[config.mk]
export PLATFORM = sky130hd
export DESIGN_NAME = path_stack_detector
export DESIGN_NICKNAME = d
export VERILOG_FILES = /design/src/rtl/path_pkg.sv /design/src/rtl/br_fifo.sv /design/src/rtl/br_op_decode.sv /design/src/rtl/path_stack_store.sv /design/src/rtl/path_stack_detector.sv
export SDC_FILE = /design/constraint.sdc
export NUM_CORES = 2
export LEC_CHECK = 0
export BUFFER_PORTS_ARGS = -buffer_cell sky130_fd_sc_hd__buf_2
export CORE_MARGIN = 1
export CORE_UTILIZATION = 50
export CTS_BUF_LIST = sky130_fd_sc_hd__clkbuf_4 sky130_fd_sc_hd__clkbuf_8 sky130_fd_sc_hd__clkbuf_16
export DETAILED_ROUTE_END_ITERATION = 12
export PLACE_DENSITY = 0.62
export SLEW_MARGIN = 40
export SYNTH_ARGS = -nofsm -noshare
export SYNTH_HDL_FRONTEND = slang
export SYNTH_HIERARCHICAL = 1
export SYNTH_SLANG_ARGS = --single-unit
export TNS_END_PERCENT = 50
[constraint.sdc]
create_clock -name clk -period 14.54 [get_ports clk]
set_clock_uncertainty 0.2 [all_clocks]
set_input_delay 2.181 -clock clk [delete_from_list [all_inputs] [get_ports clk]]
set_output_delay 2.181 -clock clk [all_outputs]
set_load 0.005 [all_outputs]
[src/rtl/path_pkg.sv]
package path_pkg;

    localparam int NUM_TYPES = 5;
    localparam int OPF_W     = 4;

    typedef enum logic [2:0] {
        BR_CALL = 3'd0,
        BR_RET  = 3'd1,
        BR_FWD  = 3'd2,
        BR_BWD  = 3'd3,
        BR_IND  = 3'd4
    } br_type_e;

    typedef enum logic [1:0] {
        EXT_NONE = 2'd0,
        EXT_LOOP = 2'd1,
        EXT_CALL = 2'd2
    } ext_mode_e;

    typedef enum logic [1:0] {
        ST_IDLE = 2'd0,
        ST_UPD  = 2'd1,
        ST_POP  = 2'd2,
        ST_PUSH = 2'd3
    } fsm_e;

    typedef struct packed {
        logic upd;
        logic cnt;
        logic pop;
        logic push;
        logic ext_inc;
        logic ext_dec;
    } stack_ops_t;

endpackage

[src/rtl/br_fifo.sv]
module br_fifo #(
    parameter int DW    = 8,
    parameter int DEPTH = 4
) (
    input  logic          clk,
    input  logic          rst_n,
    input  logic          in_valid,
    input  logic [DW-1:0] in_data,
    output logic          full,
    input  logic          out_take,
    output logic          out_empty,
    output logic [DW-1:0] out_data,
    output logic [$clog2(DEPTH+1)-1:0] level
);
    localparam int PW = (DEPTH > 1) ? $clog2(DEPTH) : 1;
    localparam int CW = $clog2(DEPTH + 1);

    typedef struct packed {
        logic [PW-1:0] rd;
        logic [PW-1:0] wr;
        logic [CW-1:0] cnt;
    } fifo_ctl_t;

    fifo_ctl_t   ctl_d, ctl_q;
    logic [DW-1:0] mem_d [DEPTH];
    logic [DW-1:0] mem_q [DEPTH];
    logic do_push, do_pop;

    assign full      = (ctl_q.cnt == CW'(DEPTH));
    assign out_empty = (ctl_q.cnt == '0);
    assign out_data  = mem_q[ctl_q.rd];
    assign level     = ctl_q.cnt;

    always_comb begin
        ctl_d   = ctl_q;
        mem_d   = mem_q;
        do_push = in_valid && !full;
        do_pop  = out_take && !out_empty;
        if (do_push) begin
            mem_d[ctl_q.wr] = in_data;
            ctl_d.wr = (ctl_q.wr == PW'(DEPTH - 1)) ? '0 : ctl_q.wr + 1'b1;
        end
        if (do_pop) begin
            ctl_d.rd = (ctl_q.rd == PW'(DEPTH - 1)) ? '0 : ctl_q.rd + 1'b1;
        end
        case ({do_push, do_pop})
            2'b10:   ctl_d.cnt = ctl_q.cnt + 1'b1;
            2'b01:   ctl_d.cnt = ctl_q.cnt - 1'b1;
            default: ctl_d.cnt = ctl_q.cnt;
        endcase
    end

    always_ff @(posedge clk) begin
        if (!rst_n) begin
            ctl_q <= '0;
            for (int i = 0; i < DEPTH; i++) mem_q[i] <= '0;
        end else begin
            ctl_q <= ctl_d;
            mem_q <= mem_d;
        end
    end
endmodule

[src/rtl/br_op_decode.sv]
module br_op_decode
    import path_pkg::*;
#(
    parameter int EXT_W = 4
) (
    input  logic [2:0]                   br_type,
    input  logic [NUM_TYPES*OPF_W-1:0]   cfg_map,
    input  logic [1:0]                   cfg_mode,
    input  logic [EXT_W-1:0]             cfg_max_ext,
    input  logic [EXT_W-1:0]             top_ext,
    input  logic                         top_valid,
    output stack_ops_t                   ops
);
    logic [OPF_W-1:0] fld;

    always_comb begin
        fld = '0;
        if (br_type < 3'(NUM_TYPES)) fld = cfg_map[{br_type, 2'b00} +: OPF_W];
        ops         = '0;
        ops.upd     = fld[0];
        ops.cnt     = fld[1] & ~fld[0];
        ops.pop     = fld[2];
        ops.push    = fld[3];
        if (top_valid) begin
            if (cfg_mode == EXT_LOOP && br_type == BR_BWD && top_ext < cfg_max_ext) begin
                ops         = '0;
                ops.upd     = 1'b1;
                ops.ext_inc = 1'b1;
            end else if (cfg_mode == EXT_CALL && br_type == BR_CALL && top_ext != cfg_max_ext) begin
                ops.pop     = 1'b0;
                ops.push    = 1'b0;
                ops.ext_inc = 1'b1;
            end else if (cfg_mode == EXT_CALL && br_type == BR_RET && top_ext != '0) begin
                ops.pop     = 1'b0;
                ops.push    = 1'b0;
                ops.ext_dec = 1'b1;
            end
        end
    end
endmodule

[src/rtl/path_stack_store.sv]
module path_stack_store #(
    parameter int W     = 8,
    parameter int DEPTH = 32
) (
    input  logic                     clk,
    input  logic                     rst_n,
    input  logic                     wr_en,
    input  logic [$clog2(DEPTH)-1:0] wr_idx,
    input  logic [W-1:0]             wr_data,
    input  logic [$clog2(DEPTH)-1:0] rd_idx,
    output logic [W-1:0]             rd_data
);
    logic [W-1:0] mem_q [DEPTH];

    assign rd_data = mem_q[rd_idx];

    always_ff @(posedge clk) begin
        if (!rst_n) begin
            for (int i = 0; i < DEPTH; i++) mem_q[i] <= '0;
        end else if (wr_en) begin
            mem_q[wr_idx] <= wr_data;
        end
    end
endmodule

[src/rtl/path_stack_detector.sv]
module path_stack_detector
    import path_pkg::*;
#(
    parameter int ADDR_W     = 32,
    parameter int MAX_LEN    = 32,
    parameter int EVT_W      = 8,
    parameter int EXT_W      = 4,
    parameter int DEPTH      = 32,
    parameter int FIFO_DEPTH = 4,
    localparam int LEN_W     = $clog2(MAX_LEN + 1),
    localparam int MAP_W     = NUM_TYPES * OPF_W
) (
    input  logic               clk,
    input  logic               rst_n,
    input  logic               flush,
    input  logic               br_valid,
    input  logic [2:0]         br_type,
    input  logic [ADDR_W-1:0]  br_target,
    input  logic               br_taken,
    input  logic               br_uncond,
    input  logic [EVT_W-1:0]   br_evt,
    output logic               br_full,
    input  logic [MAP_W-1:0]   cfg_map,
    input  logic [1:0]         cfg_mode,
    input  logic [EXT_W-1:0]   cfg_max_ext,
    output logic               path_valid,
    input  logic               path_ready,
    output logic [ADDR_W-1:0]  path_start,
    output logic [LEN_W-1:0]   path_len,
    output logic [MAX_LEN-1:0] path_outcomes,
    output logic [EVT_W-1:0]   path_evt
);
    localparam int PTR_W  = $clog2(DEPTH);
    localparam int CNT_W  = $clog2(DEPTH + 1);
    localparam int FCNT_W = $clog2(FIFO_DEPTH + 1);

    typedef struct packed {
        logic [ADDR_W-1:0]  start;
        logic [LEN_W-1:0]   len;
        logic [MAX_LEN-1:0] outc;
        logic [EVT_W-1:0]   evt;
        logic [EXT_W-1:0]   ext;
    } entry_t;

    typedef struct packed {
        logic [2:0]        btype;
        logic [ADDR_W-1:0] target;
        logic              taken;
        logic              uncond;
        logic [EVT_W-1:0]  evt;
    } rec_t;

    localparam int ENT_W = $bits(entry_t);
    localparam int REC_W = $bits(rec_t);

    typedef struct packed {
        fsm_e             st;
        rec_t             rec;
        stack_ops_t       ops;
        logic [PTR_W-1:0] base;
        logic [CNT_W-1:0] count;
    } ctl_t;

    ctl_t ctl_d, ctl_q;

    // input queue
    logic              fifo_take, fifo_empty;
    logic [REC_W-1:0]  fifo_out;
    logic [FCNT_W-1:0] fifo_level;
    rec_t              head;

    br_fifo #(.DW(REC_W), .DEPTH(FIFO_DEPTH)) u_fifo (
        .clk       (clk),
        .rst_n     (rst_n),
        .in_valid  (br_valid),
        .in_data   ({br_type, br_target, br_taken, br_uncond, br_evt}),
        .full      (br_full),
        .out_take  (fifo_take),
        .out_empty (fifo_empty),
        .out_data  (fifo_out),
        .level     (fifo_level)
    );
    assign head = rec_t'(fifo_out);

    // stack storage
    logic             wr_en;
    logic [PTR_W-1:0] wr_idx, top_idx, push_idx;
    entry_t           wr_data, top;
    logic [ENT_W-1:0] rd_raw;
    logic             top_valid;
    logic [CNT_W-1:0] stk_count;

    assign top_idx   = ctl_q.base + PTR_W'(ctl_q.count) - 1'b1;
    assign push_idx  = ctl_q.base + PTR_W'(ctl_q.count);
    assign top_valid = (ctl_q.count != '0);
    assign stk_count = ctl_q.count;

    path_stack_store #(.W(ENT_W), .DEPTH(DEPTH)) u_store (
        .clk     (clk),
        .rst_n   (rst_n),
        .wr_en   (wr_en),
        .wr_idx  (wr_idx),
        .wr_data (wr_data),
        .rd_idx  (top_idx),
        .rd_data (rd_raw)
    );
    assign top = entry_t'(rd_raw);

    // operation selection for the record at the queue head
    stack_ops_t dec_ops;

    br_op_decode #(.EXT_W(EXT_W)) u_dec (
        .br_type     (head.btype),
        .cfg_map     (cfg_map),
        .cfg_mode    (cfg_mode),
        .cfg_max_ext (cfg_max_ext),
        .top_ext     (top.ext),
        .top_valid   (top_valid),
        .ops         (dec_ops)
    );

    // saturating event sum
    logic [EVT_W:0]   evt_sum;
    logic [EVT_W-1:0] evt_sat;
    assign evt_sum = {1'b0, top.evt} + {1'b0, ctl_q.rec.evt};
    assign evt_sat = evt_sum[EVT_W] ? '1 : evt_sum[EVT_W-1:0];

    function automatic fsm_e after_upd(input stack_ops_t o);
        if (o.pop)       return ST_POP;
        else if (o.push) return ST_PUSH;
        else             return ST_IDLE;
    endfunction

    function automatic fsm_e first_step(input stack_ops_t o);
        if (o.upd || o.cnt || o.ext_inc || o.ext_dec) return ST_UPD;
        else                                          return after_upd(o);
    endfunction

    entry_t upd_e;
    logic   obit;

    always_comb begin
        ctl_d     = ctl_q;
        wr_en     = 1'b0;
        wr_idx    = top_idx;
        wr_data   = top;
        fifo_take = 1'b0;
        upd_e     = top;
        obit      = ctl_q.rec.taken | ctl_q.rec.uncond;

        case (ctl_q.st)
            ST_IDLE: begin
                if (!fifo_empty) begin
                    fifo_take = 1'b1;
                    ctl_d.rec = head;
                    ctl_d.ops = dec_ops;
                    ctl_d.st  = first_step(dec_ops);
                end
            end
            ST_UPD: begin
                if (top_valid) begin
                    if (ctl_q.ops.upd) begin
                        upd_e.evt = evt_sat;
                        if (top.len == LEN_W'(MAX_LEN)) begin
                            ctl_d.ops.pop  = 1'b1;
                            ctl_d.ops.push = 1'b1;
                        end else begin
                            upd_e.len  = top.len + 1'b1;
                            upd_e.outc = top.outc | (MAX_LEN'(obit) << top.len);
                        end
                    end else if (ctl_q.ops.cnt) begin
                        upd_e.evt = evt_sat;
                    end
                    if (ctl_q.ops.ext_inc)      upd_e.ext = top.ext + 1'b1;
                    else if (ctl_q.ops.ext_dec) upd_e.ext = top.ext - 1'b1;
                    wr_en   = 1'b1;
                    wr_data = upd_e;
                end
                ctl_d.st = after_upd(ctl_d.ops);
            end
            ST_POP: begin
                if (!top_valid) begin
                    ctl_d.st = ctl_q.ops.push ? ST_PUSH : ST_IDLE;
                end else if (path_ready) begin
                    ctl_d.count = ctl_q.count - 1'b1;
                    ctl_d.st    = ctl_q.ops.push ? ST_PUSH : ST_IDLE;
                end
            end
            ST_PUSH: begin
                wr_en         = 1'b1;
                wr_idx        = push_idx;
                wr_data       = '0;
                wr_data.start = ctl_q.rec.target;
                if (ctl_q.count == CNT_W'(DEPTH)) ctl_d.base  = ctl_q.base + 1'b1;
                else                              ctl_d.count = ctl_q.count + 1'b1;
                ctl_d.st = ST_IDLE;
            end
            default: ctl_d.st = ST_IDLE;
        endcase

        if (flush) begin
            ctl_d.st    = ST_IDLE;
            ctl_d.count = '0;
            ctl_d.base  = '0;
            wr_en       = 1'b0;
            fifo_take   = 1'b0;
        end
    end

    always_ff @(posedge clk) begin
        if (!rst_n) ctl_q <= '0;
        else        ctl_q <= ctl_d;
    end

    assign path_valid    = (ctl_q.st == ST_POP) && top_valid;
    assign path_start    = top.start;
    assign path_len      = top.len;
    assign path_outcomes = top.outc;
    assign path_evt      = top.evt;

endmodule

==> impl_results.md <==
* Hold_buf cts at 0
* Core Area at 261,000 µm²
* Initial Util at 50.5%
* Post-route DRC violation count at 0
* Final setup fails at 0
* Post-CTS setup buffer count at 0
* Post-Layout Inst Area at 147,000 µm²
* Pleak at 0.0575 µW
* Placed cells at 12,400
* Drt initial violations at 14,900
* Hold Path Class: reg -> reg
* Vias post-DR at 83,900
* Fin. max-slew vios at 0
* Final ANT Viol Nets at 0
* Fin Setup TNS at 0 ns
* Die Width at 515 µm
* Gp weighted congestion at 0.866
* Hold Path Stages at 2
* IO Pins at 156
* Gr ovfl total at 0
* Worst Reg-to-Reg Cells at 21
* Mapped Cells at 9,328
* Crit path kind: reg -> out
* Vias in the first global route at 80,700
* R2R setup slack at 6.26 ns
* Clk buf depth at 4
* Synthesized area at 132,000 µm²
* Total Routing Usage GR at 34.7%
* Die Height at 515 µm
* CTS tree: built
* Dpl hpwl at 251,000 µm
* CP arrival at 7.05 ns
* Worst-margin pin slew at 0.986 ns
* Critical Path RT at 12.16 ns
* R2R Path Start: stk_count[0]
* Final wirelength at 463,000 µm
* Power Dens Cells at 128 nW/µm²
* CP Launch Type: register
* Die footprint at 265,000 µm²
* Nets at 9,358
* Syn nets at 9,440
* Post-CTS sizing at 0
* Minimum clock period at 9.43 ns
* CTS buffer count at 326
* Largest net degree at the start of global routing at 109
* Vias per cell at 6.46
* Ys Warns at 6
* F_max at 0.106 GHz
* Fin Hold WS at 0.252 ns
* Crit path launch: stk_count[0]
* Area Growth Syn to Fin at 11.6%
* Antenna violations before repair at 78
* First-pass GRT wire length at 637,000 µm
* Outcome: completed
* Min-Delay Endpoint: u_fifo/mem_q[133]
* CP Capture Type: output port
* Max-capacitance violation count at 0
* IO Port Bufs at 155
* Worst setup margin at 5.11 ns
* Num rows at 187
* Tcrit/Tclk final at 64.9%
* Cell Count, Final, Fillers Out at 13,000
* Clk slew on worst S/H paths at 0.06 ns
* Clock sinks at 2,872
* Mean post-synth cell area at 14.1 µm²
* Unrepaired setup endpoints after global routing: no
* Hold path startpoint: u_fifo/mem_q[133]
* Slew HR at 34.2%
* Worst R2R End: ctl_q[63]
* H-tree Lvls at 5
* Layout fillers at 20,600
* Worst-Skew Late Latency at 0.97 ns
* Final hold vios at 0
* Critical path peak fanout at 46
* Dpl ws at 6.14 ns
* Placed cell area at 137,000 µm²
* Maximum VDD drop at 0.146 mV
* Drt pass-1 iters at 6
* WL per Instance at 35.7 µm
* Clk Tree Root Cell: clkbuf_16
* Layout cells sized above 1 at 16.2%
[cell usage in the layout (no fill, tap or decap), drive strengths merged, types with 18 or more instances in the layout]
| cell type | count |
|---|---|
| nor2b | 18 |
| clkbuf | 417 |
| mux2i | 792 |
| nor3 | 21 |
| edfxtp | 2624 |
| a22oi | 403 |
| diode | 32 |
| nand2 | 492 |
| a21oi | 77 |
| nor2 | 123 |
| ha | 32 |
| o21ai | 67 |
| nand4 | 81 |
| clkinv | 103 |
| buf | 471 |
| xnor2 | 20 |
| nand3 | 159 |
| a21boi | 50 |
| inv | 34 |
| dfxtp | 248 |
| mux4 | 404 |
| and2 | 2636 |
[registers in the layout, indices dropped and copies added, names as in the netlist]
signal and flops:
u_store/mem_q 2624, u_fifo/mem_q 180, ctl_q 55, stk_count 6, u_fifo/ctl_q 4, u_fifo/level 3
[final cells by class]
class                      count  area [µm²]  share of cell area (%)
sequential                  2872       83800                    57.0
multi-input combinational   5545       44500                    30.3
clock buffer                 417        9040                    6.16
tap                         3496        4370                    2.98
timing repair buffer         471        4080                    2.78
clock inverter               127         918                   0.625
inverter                      30         130                  0.0886
antenna                       32        80.1                  0.0545
[per-layer routing]
layer | up-vias | part of all wire (%) | track usage (%)
li1 | 33700 | - | -
met1 | 42800 | 37 | 47.2
met2 | 6156 | 45 | 52.9
met3 | 1167 | 14 | 9.31
met4 | 20 | 4.5 | 14.2
met5 | - | 0.026 | 0
[worst max-delay path by stage]
stage,endpoint,slack [ns],cells after the start
finish,path_len[0],5.11,13
global route,path_len[2],4.83,13
CTS,path_len[0],5.12,13
detailed placement,path_len[0],6.14,13
global placement,u_store/mem_q[24][19],6.10,19
floorplan,u_store/mem_q[20][0],4.57,6
[worst max-delay path, stage by stage (launching register included)]
cell and delay (ns):
dfxtp_1 0.73, ha_1 0.41, inv_8 0.41, ha_1 0.33, xnor2_2 0.17, buf_4 0.58, buf_4 0.72, buf_4 0.62
nand2b_1 0.29, nor2_4 0.04, buf_4 0.30, a22oi_1 0.25, nand4_1 0.63, buf_2 0.45
[power by group]
group | switching, µW | total [µW] | internal [µW]
Clock | 3290 | 7860 | 4570
Sequential | 111 | 9400 | 9290
Combinational | 1170 | 1590 | 423
[metrics by stage]
step,util (%),power [µW]
global placement,52.0,11100
CTS,56.2,18900
finish,56.4,18800
floorplan,-,10500
detailed placement,52.4,11100
global route,56.3,19300
(Power assumes the default switching activity.)
